<file path="config.mk">
export PLATFORM = sky130hd
export DESIGN_NAME = modem_line_monitor
export DESIGN_NICKNAME = d
export VERILOG_FILES = /design/src/rtl/modem_mon_pkg.sv /design/src/rtl/modem_in_sync.sv /design/src/rtl/modem_delta_latch.sv /design/src/rtl/modem_ctrl_reg.sv /design/src/rtl/modem_line_monitor.sv
export SDC_FILE = /design/constraint.sdc
export NUM_CORES = 1
export LEC_CHECK = 0
export BUFFER_PORTS_ARGS = -buffer_cell sky130_fd_sc_hd__clkbuf_2
export CORE_UTILIZATION = 44
export DETAILED_ROUTE_END_ITERATION = 10
export GPL_ROUTABILITY_DRIVEN = 1
export PLACE_DENSITY = 0.75
export SLEW_MARGIN = 30
export SYNTH_ARGS = -nofsm -noshare
export SYNTH_HDL_FRONTEND = slang
export SYNTH_SLANG_ARGS = --single-unit
</file>
<file path="constraint.sdc">
create_clock -name clk -period 1.29 [get_ports clk]
set_clock_uncertainty 0.15 [all_clocks]
set_input_delay 0.129 -clock clk [delete_from_list [all_inputs] [get_ports clk]]
set_output_delay 0.129 -clock clk [all_outputs]
set_load 0.01 [all_outputs]
</file>
<file path="src/rtl/modem_mon_pkg.sv">
package modem_mon_pkg;
  localparam int N_LINES   = 4;
  localparam int REG_W     = 9;
  localparam int SYNC_DEPTH = 2;
  localparam int CB_DTR    = 0;
  localparam int CB_RTS    = 1;
  localparam int CB_FCM    = 4;
  localparam int ST_LVL_LSB = N_LINES;
  localparam int ST_FCM    = 2 * N_LINES;
  localparam logic [N_LINES-1:0] TRAIL_ONLY = 4'b0100;
  localparam logic [N_LINES-1:0] IDLE_LVL   = '1;

  typedef enum logic {SEL_CTRL = 1'b0, SEL_STAT = 1'b1} reg_sel_e;

  typedef struct packed {
    logic fcm;
    logic rts;
    logic dtr;
  } ctrl_t;
endpackage

</file>
<file path="src/rtl/modem_in_sync.sv">
module modem_in_sync #(
  parameter int W = 4,
  parameter int STAGES = 2,
  parameter logic [W-1:0] RST_VAL = '1
) (
  input  logic         clk,
  input  logic         rst_n,
  input  logic [W-1:0] din,
  output logic [W-1:0] lvl,
  output logic [W-1:0] rise,
  output logic [W-1:0] fall
);
  logic [W-1:0] stg [STAGES];
  logic [W-1:0] prev;

  always_ff @(posedge clk or negedge rst_n) begin
    if (!rst_n) begin
      for (int i = 0; i < STAGES; i++) stg[i] <= RST_VAL;
      prev <= RST_VAL;
    end else begin
      stg[0] <= din;
      for (int i = 1; i < STAGES; i++) stg[i] <= stg[i-1];
      prev <= stg[STAGES-1];
    end
  end

  assign lvl  = stg[STAGES-1];
  assign rise = stg[STAGES-1] & ~prev;
  assign fall = ~stg[STAGES-1] & prev;
endmodule

</file>
<file path="src/rtl/modem_delta_latch.sv">
module modem_delta_latch #(
  parameter int W = 4,
  parameter logic [W-1:0] TRAIL_MASK = '0
) (
  input  logic         clk,
  input  logic         rst_n,
  input  logic [W-1:0] rise,
  input  logic [W-1:0] fall,
  input  logic         clr,
  output logic [W-1:0] hit,
  output logic [W-1:0] delta
);
  for (genvar i = 0; i < W; i++) begin : g_line
    if (TRAIL_MASK[i]) begin : g_trail
      assign hit[i] = rise[i];
    end else begin : g_any
      assign hit[i] = rise[i] | fall[i];
    end
  end

  always_ff @(posedge clk or negedge rst_n) begin
    if (!rst_n) delta <= '0;
    else        delta <= (clr ? '0 : delta) | hit;
  end
endmodule

</file>
<file path="src/rtl/modem_ctrl_reg.sv">
module modem_ctrl_reg
  import modem_mon_pkg::*;
(
  input  logic             clk,
  input  logic             rst_n,
  input  logic             wr_en,
  input  logic [REG_W-1:0] wdata,
  output ctrl_t            ctrl,
  output logic             dtr_n,
  output logic             rts_n
);
  always_ff @(posedge clk or negedge rst_n) begin
    if (!rst_n) ctrl <= '0;
    else if (wr_en) begin
      ctrl.dtr <= wdata[CB_DTR];
      ctrl.rts <= wdata[CB_RTS];
      ctrl.fcm <= wdata[CB_FCM];
    end
  end

  assign dtr_n = ~ctrl.dtr;
  assign rts_n = ~ctrl.rts;
endmodule

</file>
<file path="src/rtl/modem_line_monitor.sv">
module modem_line_monitor
  import modem_mon_pkg::*;
(
  input  logic         clk,
  input  logic         rst_n,
  input  logic         reg_wr,
  input  logic         reg_rd,
  input  logic         reg_addr,
  input  logic [8:0]   reg_wdata,
  output logic [8:0]   reg_rdata,
  input  logic [3:0]   modem_in,
  output logic         dtr_n,
  output logic         rts_n,
  output logic         modem_irq
);
  logic [N_LINES-1:0] lvl, rise, fall, hit, delta;
  logic               rd_stat, wr_ctrl;
  ctrl_t              ctrl;

  assign rd_stat = reg_rd && (reg_sel_e'(reg_addr) == SEL_STAT);
  assign wr_ctrl = reg_wr && (reg_sel_e'(reg_addr) == SEL_CTRL);

  modem_in_sync #(.W(N_LINES), .STAGES(SYNC_DEPTH), .RST_VAL(IDLE_LVL)) u_sync (
    .clk(clk), .rst_n(rst_n), .din(modem_in),
    .lvl(lvl), .rise(rise), .fall(fall)
  );

  modem_delta_latch #(.W(N_LINES), .TRAIL_MASK(TRAIL_ONLY)) u_delta (
    .clk(clk), .rst_n(rst_n), .rise(rise), .fall(fall),
    .clr(rd_stat), .hit(hit), .delta(delta)
  );

  modem_ctrl_reg u_ctrl (
    .clk(clk), .rst_n(rst_n), .wr_en(wr_ctrl), .wdata(reg_wdata),
    .ctrl(ctrl), .dtr_n(dtr_n), .rts_n(rts_n)
  );

  always_comb begin
    reg_rdata = '0;
    if (reg_sel_e'(reg_addr) == SEL_STAT) begin
      reg_rdata[N_LINES-1:0]               = delta;
      reg_rdata[ST_LVL_LSB +: N_LINES]     = ~lvl;
      reg_rdata[ST_FCM]                    = ctrl.fcm;
    end else begin
      reg_rdata[CB_DTR] = ctrl.dtr;
      reg_rdata[CB_RTS] = ctrl.rts;
      reg_rdata[CB_FCM] = ctrl.fcm;
    end
  end

  assign modem_irq = |delta;
endmodule

</file>
# Yosys cells after proc, flatten, opt, wreduce, memory -nomap -nowiden
# Cells that the tools add are included.
word_totals:
  in_bits: 18
  output_inout_bits: 12
  ff_bits: 19
  elab_cells: 26
op_classes:
  bitwise_logic: 11
  n_reduce_logical: 3
  n_mux: 5
ops:
  columns: ["op", "count"]
  rows:
  - ["$and A4 B4 Y4", 2]
  - ["$mux W4", 2]
  - ["$not A4 Y4", 2]
  - ["$mux W2", 2]
  - ["$or A4 B4 Y4", 1]
  - ["$reduce_or A4 Y1", 1]
  - ["$not A1 Y1", 3]
  - ["$or A1 B1 Y1", 3]
  - ["$logic_and A1 B1 Y1", 2]
  - ["$mux W1", 1]

# Longest topological paths before layout
# Gate-level depths: netlist of run 1.
logic_depth:
  ltp_word: 4
  ltp_mapped: 3
  ltp_nobuf: 2

# Hierarchy
# From an unflattened synthesis of run 1, not the netlist that was laid out.
unflattened:
  cells_unflattened: 59
  hier_area_um2: 794.5
by_module_without_submodules:
  columns: ["module", "instances", "cells_per_inst", "area_each_um2", "seq_area_each_um2"]
  rows:
  - ["modem_in_sync", 1, 24, 415.4, 315.3]
  - ["modem_delta_latch", 1, 13, 167.7, 100.1]
  - ["modem_ctrl_reg", 1, 8, 116.4, 75.1]
  - ["modem_line_monitor", 1, 14, 95.1, 0.0]

# Least setup slack after synthesis of run 1
# OpenSTA, ideal clock, no wires.
synth_timing:
  path_type: "reg-to-output"
  start: "register u_delta.delta[0]"
  end: "output modem_irq"
  stages_incl_launch_ff: 2
  arrival_time_ps: 934
  path_buffers: 0
  path_slack_ps: 77
  t_required_ps: 1011
  cell_sequence: "dfrtp_1 or4_1"
synth_between:
  elab_chain_cells: 1
synth_rtl:
  columns: ["element", "line_no", "rtl"]
  rows:
  - ["from (decl)", "modem_delta_latch.sv:11", "output logic [W-1:0] delta"]
  - ["from (signal assigned)", "modem_delta_latch.sv:23", "else delta <= (clr ? '0 : delta) | hit;"]
  - ["$reduce_or A4 Y1", "modem_line_monitor.sv:51", "assign modem_irq = |delta;"]
  - ["to (decl)", "modem_line_monitor.sv:14", "output logic modem_irq"]
# No other way between the ends.

# Final worst setup path of run 1
layout_timing:
  start: "register u_delta.delta[2]"
  end: "output modem_irq"
# Same word-level chain as after synthesis.

==> results of run 1 <==
==> worst max-delay path, delay by kind of cell, from the launching register on <==
family                 cells  cell delay [ps]
AND/OR/NAND/NOR            1              490
buffers and inverters      1              140
flip-flops                 1              400
==> what timing repair did <==
action	in CTS	in global routing
endpoints found under the hold margin	26	0
endpoints found under the setup margin	8	8
gates resized for setup	5	4
pin swaps	1	0
buffers inserted	4	1
hold buffers	8	0
cloned	0	0
==> metal layers <==
layer / part of all wire / vias up
met3: 0.028 / 0
met1: 0.41 / 225
met2: 0.56 / 12
li1: - / 242
met4: 0 / 0
met5: 0 / -
==> registers in the layout, summed over array words and instances (netlist names) <==
name,cells
u_delta.delta,4
u_sync.lvl,4
u_sync.stg,4
u_sync.prev,4
u_ctrl.ctrl,3
==> Yosys cell counts (all sizes together) <==
| master | n | area, um^2 |
|---|---|---|
| dfstp | 12 | 315 |
| dfrtp | 7 | 175 |
| inv | 4 | 15.0 |
| nor2b | 4 | 27.5 |
| a21o | 3 | 23.8 |
| and2 | 3 | 18.8 |
| mux2 | 3 | 33.8 |
| nand2 | 3 | 11.3 |
| xor2 | 3 | 26.3 |
| o21ai | 2 | 10.0 |
| a22o | 1 | 8.76 |
| buf | 1 | 5.00 |
| mux2i | 1 | 10.0 |
| or4 | 1 | 7.51 |
==> cell families after synthesis <==
| group | after synthesis | share of synthesized area |
|---|---|---|
| flops | 19 | 0.713 |
| simple gates | 11 | 0.0946 |
| compound gates | 6 | 0.0618 |
| buf+inv | 5 | 0.0291 |
| mux | 4 | 0.0636 |
| xor+xnor | 3 | 0.0382 |
==> power by group through the flow <==
stage                     clock network, mW  logic (mW)  registers [mW]
after floorplan                           0      0.0822           0.686
after detailed placement                  0       0.167           0.691
after CTS                             0.307       0.203           0.678
after global routing                  0.326       0.232           0.686
after global placement                    0       0.163           0.688
final                                 0.288       0.211           0.678
==> metrics by stage <==
stage / power, mW / hold slack, ps / util / instances / area [um^2]
2_1_floorplan: 0.768 / -317 / - / 48 / 688
3_3_place_gp: 0.851 / -62.2 / 0.613 / 89 / 847
3_5_place_dp: 0.858 / -58.5 / 0.613 / 89 / 847
4_1_cts: 1.19 / 32.0 / 0.719 / 105 / 993
5_1_grt: 1.24 / 60.2 / 0.733 / 106 / 1010
6_report: 1.18 / 37.7 / 0.733 / 106 / 1010
==> worst min path at each step <==
stage            from          endpoint  slack, ps  depth (start not counted)
2_1_floorplan   rst_n    u_ctrl.ctrl[0]       -320                          0
3_3_place_gp    rst_n    u_ctrl.ctrl[2]        -60                          1
3_5_place_dp    rst_n    u_ctrl.ctrl[2]        -60                          1
4_1_cts        reg_rd  u_delta.delta[3]         30                          3
5_1_grt        reg_rd  u_delta.delta[3]         60                          3
6_report       reg_rd  u_delta.delta[1]         40                          3
==> cell type report <==
class,instances,area [um^2]
Sequential cell,19,490
Tap cell,15,18.8
Multi-Input combinational cell,24,185
Clock buffer,3,22.5
Fill cell,102,369
Inverter,4,15.0
Clock inverter,1,5.00
Timing Repair Buffer,40,277
==> key figures, run 1 <==
Cells and area
  – # diodes: 0
  – Share of layout cells above drive strength 1: 0.615
  – Most frequent cells in the layout: 22 x clkbuf_2, 12 x dfstp_2, 8 x dlygate4sd3_1
  – Commonest non-fill, non-tap cell in the layout: clkbuf_2
  – Final nets: 110
  – Syn-to-layout area delta: 47.3%

STA
  – Tightest Pin Transition: 443 ps
  – Slew margin rel.: 0.705
  – Setup TNS: -362 ps
  – Fmax: 628 MHz
  – Unrepaired setup endpoints after global routing: yes
  – Final Slew Violations: 0
  – Crit path time final: 1590 ps
  – Fin worst setup slack: -303 ps
  – Final period utilization: 1.24
  – Final hold violations: 0
  – Final setup vio count: 4

Critical path
  – Worst reg2reg path depth: 4
  – Worst setup endpoint: modem_irq
  – Setup crit start: u_delta.delta[2]
  – Worst Setup End Kind: output pin
  – Critical Path RT: 1010 ps
  – Max stage delay on crit path: 490 ps
  – Critical-path maximum fanout: 2
  – Critical path class: flop to output pin
  – CP max stage cell: or4_1
  – Worst r2r dst: u_delta.delta[0]
  – Critical-path cell list: or4_1, clkbuf_2
  – Crit Reg-Reg Startpoint: u_sync.lvl[0]
  – Reg2Reg Setup Slack: 60 ps
  – Critical Path AT: 1310 ps
  – Critical Path Source Type: flop

Clock tree
  – Clock Pin Slew Worst Setup and Hold Paths: 100 ps
  – Clk_lat worst skew: 290 ps
  – Cts bufs inserted: 3
  – Max clock buf depth: 2
  – Root Driver: clkbuf_4
  – Depth of the CTS H-tree: 1
  – Clock sinks: 19
  – CTS tree: built

Detailed routing
  – DRT antenna net count: 0
  – DRT Pass-1 Iters: 1
  – # DRC: 0
  – Initial drt markers: 0
  – Drt wl/cell: 10.1 um
  – Detailed Route WL: 1.07 mm
  – Vias per inst: 4.52
  – Via count: 479

Placement
  – Post-DP HPWL: 744 um
  – GPL Wtd Cong: 0.660
  – Port-buffer cells: 23
  – Pre-CTS setup slack: 15.5 ps

Die
  – Die Span Y: 41.5 um
  – Die width: 41.5 um
  – Boundary Pins: 30
  – Starting Density: 0.498
  – Die area: 1730 um^2
  – Std-Cell Rows: 13
  – Core area: 1380 um^2

Synth
  – Syn Area/Cell: 14.3 um^2
  – Seq/Total Area, Yosys: 0.713
  – Post-Syn Area: 688 um^2
  – Synthesized flop and latch total: 19
  – Syn_nets: 66
  – Gate Count Post-Synth: 48
  – Warnings, synthesis: 0
  – Distinct cells, synth: 16

Min path
  – HP Class: primary input to flop

Global routing
  – Layer with the highest usage: met2
  – Largest net degree at the start of global routing: 20
  – Vias in the first global route: 488
  – Grt ovf: 0
  – GR Layer Usage met1: 0.171
  – GR Layer Usage met3: 0.0391
  – Met2 Use GR: 0.269
  – First-pass GRT wire length: 1.97 mm
  – Total GRT Usage: 0.148
  – Initial antenna violation count: 0

Pwr
  – P per Cell Area: 1160 nW/um^2
  – Max VDD drop: 0.000639 V
  – Combinational share of power: 0.179
  – Sequential share of power: 0.576
  – Int Pwr: 0.894 mW
  – Lkg Pwr: 0.496 nW
  – Sw Share: 0.240
  – Clock Power Share: 0.244
  – Net Sw Power: 0.283 mW

Outcome
  – Run status: finished with violations
  – Failing checks: setup timing

Job
  – Max cap viols: 0
Power figures use the tool's default switching activity.
==> run 2: changes to the inputs <==
- CORE_UTILIZATION: 44 -> 40
- PLACE_DENSITY: 0.75 -> 0.72
- SETUP_SLACK_MARGIN: unset -> 0.5
- clock period: 1.29 -> 1.3 ns (I/O delays scaled with it)
==> key figures, run 2 (synthesized netlist as in run 1, its figures left out) <==
Pwr
  – Sw Share: 0.235 (-0.00564)
  – P per Cell Area: 1080 nW/um^2 (-7.2%)
  – Sequential share of power: 0.528 (-0.048)
  – Lkg Pwr: 0.585 nW (+18%)
  – Max VDD drop: 0.000822 V (+29%)
  – Combinational share of power: 0.260 (+0.081)
  – Int Pwr: 0.986 mW (+10%)
  – Clock Power Share: 0.212 (-0.032)
  – Net Sw Power: 0.303 mW (+7.0%)

STA
  – Tightest Pin Transition: 443 ps (-0.125 ps)
  – Crit path time final: 1610 ps
  – Final period utilization: 1.24
  – Fmax: 620 MHz
  – Setup TNS: -856 ps (-495 ps)
  – Final Slew Violations: 0 (unchanged)
  – Final setup vio count: 7 (+3)
  – Worst hold slack: -377 ps (-415 ps)
  – Fin worst setup slack: -314 ps (-10.5 ps)
  – Slew margin rel.: 0.705 (about the same)
  – Final hold violations: 22 (+22)
  – Unrepaired setup endpoints after global routing: yes

Global routing
  – Total GRT Usage: 0.158 (+0.0105)
  – Vias in the first global route: 519 (+6.4%)
  – Largest net degree at the start of global routing: 20 (unchanged)
  – First-pass GRT wire length: 2.06 mm (+4.6%)
  – Initial antenna violation count: 0 (unchanged)
  – Grt ovf: 0 (unchanged)

Die
  – Die area: 1890 um^2 (+9.5%)
  – Core area: 1560 um^2 (+13%)
  – Die width: 43.5 um (+4.6%)
  – Boundary Pins: 30 (unchanged)
  – Die Span Y: 43.5 um (+4.6%)
  – Starting Density: 0.441 (-0.0563)
  – Std-Cell Rows: 14 (+1)

Detailed routing
  – DRT antenna net count: 0 (unchanged)
  – Detailed Route WL: 1.40 mm (+30%)
  – Initial drt markers: 8 (+8)
  – DRT Pass-1 Iters: 6 (+5)
  – Vias per inst: 4.62 (+2.2%)
  – Met2 routed WL: 775 um (+29%)
  – Via count: 531 (+11%)
  – # DRC: 5 (+5)
  – M1 wire length: 569 um (+29%)
  – Drt wl/cell: 12.2 um (+20%)
  – Wire length on met3: 45 um (+50%)
  – Highest Signal Layer: met4

Cells and area
  – Commonest non-fill, non-tap cell in the layout: buf_6
  – Register area: 490 um^2 (unchanged)
  – Fill cells: 105 (+2.9%)
  – # diodes: 0 (unchanged)
  – Area of the multi-input gates: 229 um^2 (+24%)
  – Syn-to-layout area delta: 73.8%
  – Final Instance Count excl. Fillers: 115 (+8.5%)
  – Share of layout cells above drive strength 1: 0.788 (+0.172)
  – Final nets: 118 (+7.3%)
  – Most frequent cells in the layout: 24 x buf_6, 16 x clkbuf_2, 12 x dfstp_2

Placement
  – GPL Wtd Cong: 0.671 (+1.7%)
  – Post-DP HPWL: 837 um (+13%)
  – Port-buffer cells: 23 (unchanged)
  – Cells after DPL: 89 (unchanged)

Clock tree
  – CTS tree: built
  – Clock Pin Slew Worst Setup and Hold Paths: 90 ps (about the same)
  – Depth of the CTS H-tree: 1 (unchanged)
  – Clock sinks: 19 (unchanged)
  – Root Driver: clkbuf_4
  – Clk_lat worst skew: 280 ps (about the same)
  – Cts hold-fix bufs: 4 (-4)
  – Cts bufs inserted: 3 (unchanged)
  – Max clock buf depth: 2 (unchanged)

Critical path
  – Worst reg2reg path depth: 6 (+2)
  – Crit path max-delay family: simple AND/OR/NAND/NOR gates
  – Critical Path Source Type: flop
  – Worst Setup End Kind: output pin
  – Critical-path cell list: or4_4, buf_6
  – Buffers plus inverters on the worst setup path: 1 (unchanged)
  – Critical Path RT: 1020 ps (about the same)
  – Worst r2r dst: u_delta.delta[2]
  – Reg2Reg Setup Slack: -80 ps (-140 ps)
  – Max stage delay on crit path: 510 ps (+20 ps)
  – CP max stage cell: or4_4
  – Crit Reg-Reg Startpoint: u_delta.delta[2]
  – Critical Path AT: 1330 ps (+20 ps)
  – Critical path class: flop to output pin
  – Critical-path maximum fanout: 2 (unchanged)

Min path
  – HP Class: primary input to asynchronous set/reset pin

Outcome
  – Run status: finished with violations
  – Failing checks: DRC, hold timing, setup timing

Job
  – Max cap viols: 0 (unchanged)
## run 2: how the worst max path moves through the flow
stage,depth (start not counted),endpoint,startpoint
6_report,2,modem_irq,u_delta.delta[2]
5_1_grt,2,modem_irq,u_delta.delta[2]
4_1_cts,2,modem_irq,u_delta.delta[1]
3_5_place_dp,2,modem_irq,u_delta.delta[3]
3_3_place_gp,2,modem_irq,u_delta.delta[3]
2_1_floorplan,1,modem_irq,u_delta.delta[3]
## run 2: power groups by stage
| stage | logic (mW) | registers [mW] | clock network [mW] |
|---|---|---|---|
| 2_1_floorplan | 0.0967 | 0.683 | 0 |
| 3_3_place_gp | 0.176 | 0.687 | 0 |
| 3_5_place_dp | 0.180 | 0.690 | 0 |
| 4_1_cts | 0.267 | 0.682 | 0.290 |
| 5_1_grt | 0.360 | 0.685 | 0.329 |
| 6_report | 0.335 | 0.681 | 0.273 |
## run 2: cell type report
| cell class | count | share of cell area |
|---|---|---|
| inverter | 4 | 0.0126 |
| sequential | 19 | 0.410 |
| timing repair buffer | 48 | 0.347 |
| clock buffer | 4 | 0.0220 |
| tap | 16 | 0.0167 |
| multi-input combinational | 24 | 0.191 |
## run 2: routing by layer
metal / vias to the layer above / track usage
met5: - / 0
met4: 0 / 0.0563
met3: 2 / 0.0667
met2: 13 / 0.288
met1: 258 / 0.162
li1: 258 / -
## run 2: stage by stage
step,hold slack [ps],instance area (um^2),power (mW),util,setup WS (ps)
floorplan,-316,718,0.780,-,116
global placement,-60.8,871,0.864,0.559,17.8
detailed placement,-60.5,871,0.871,0.559,-1.49
CTS,-381,1060,1.24,0.683,-321
global route,-372,1200,1.37,0.767,-373
finish,-377,1200,1.29,0.767,-314
## run 2: repair_timing
item	in CTS	in global routing
gates resized for setup	19	21
setup endpoints to repair	19	23
pin swaps	2	3
buffers inserted	9	9
hold endpoints to repair	26	22
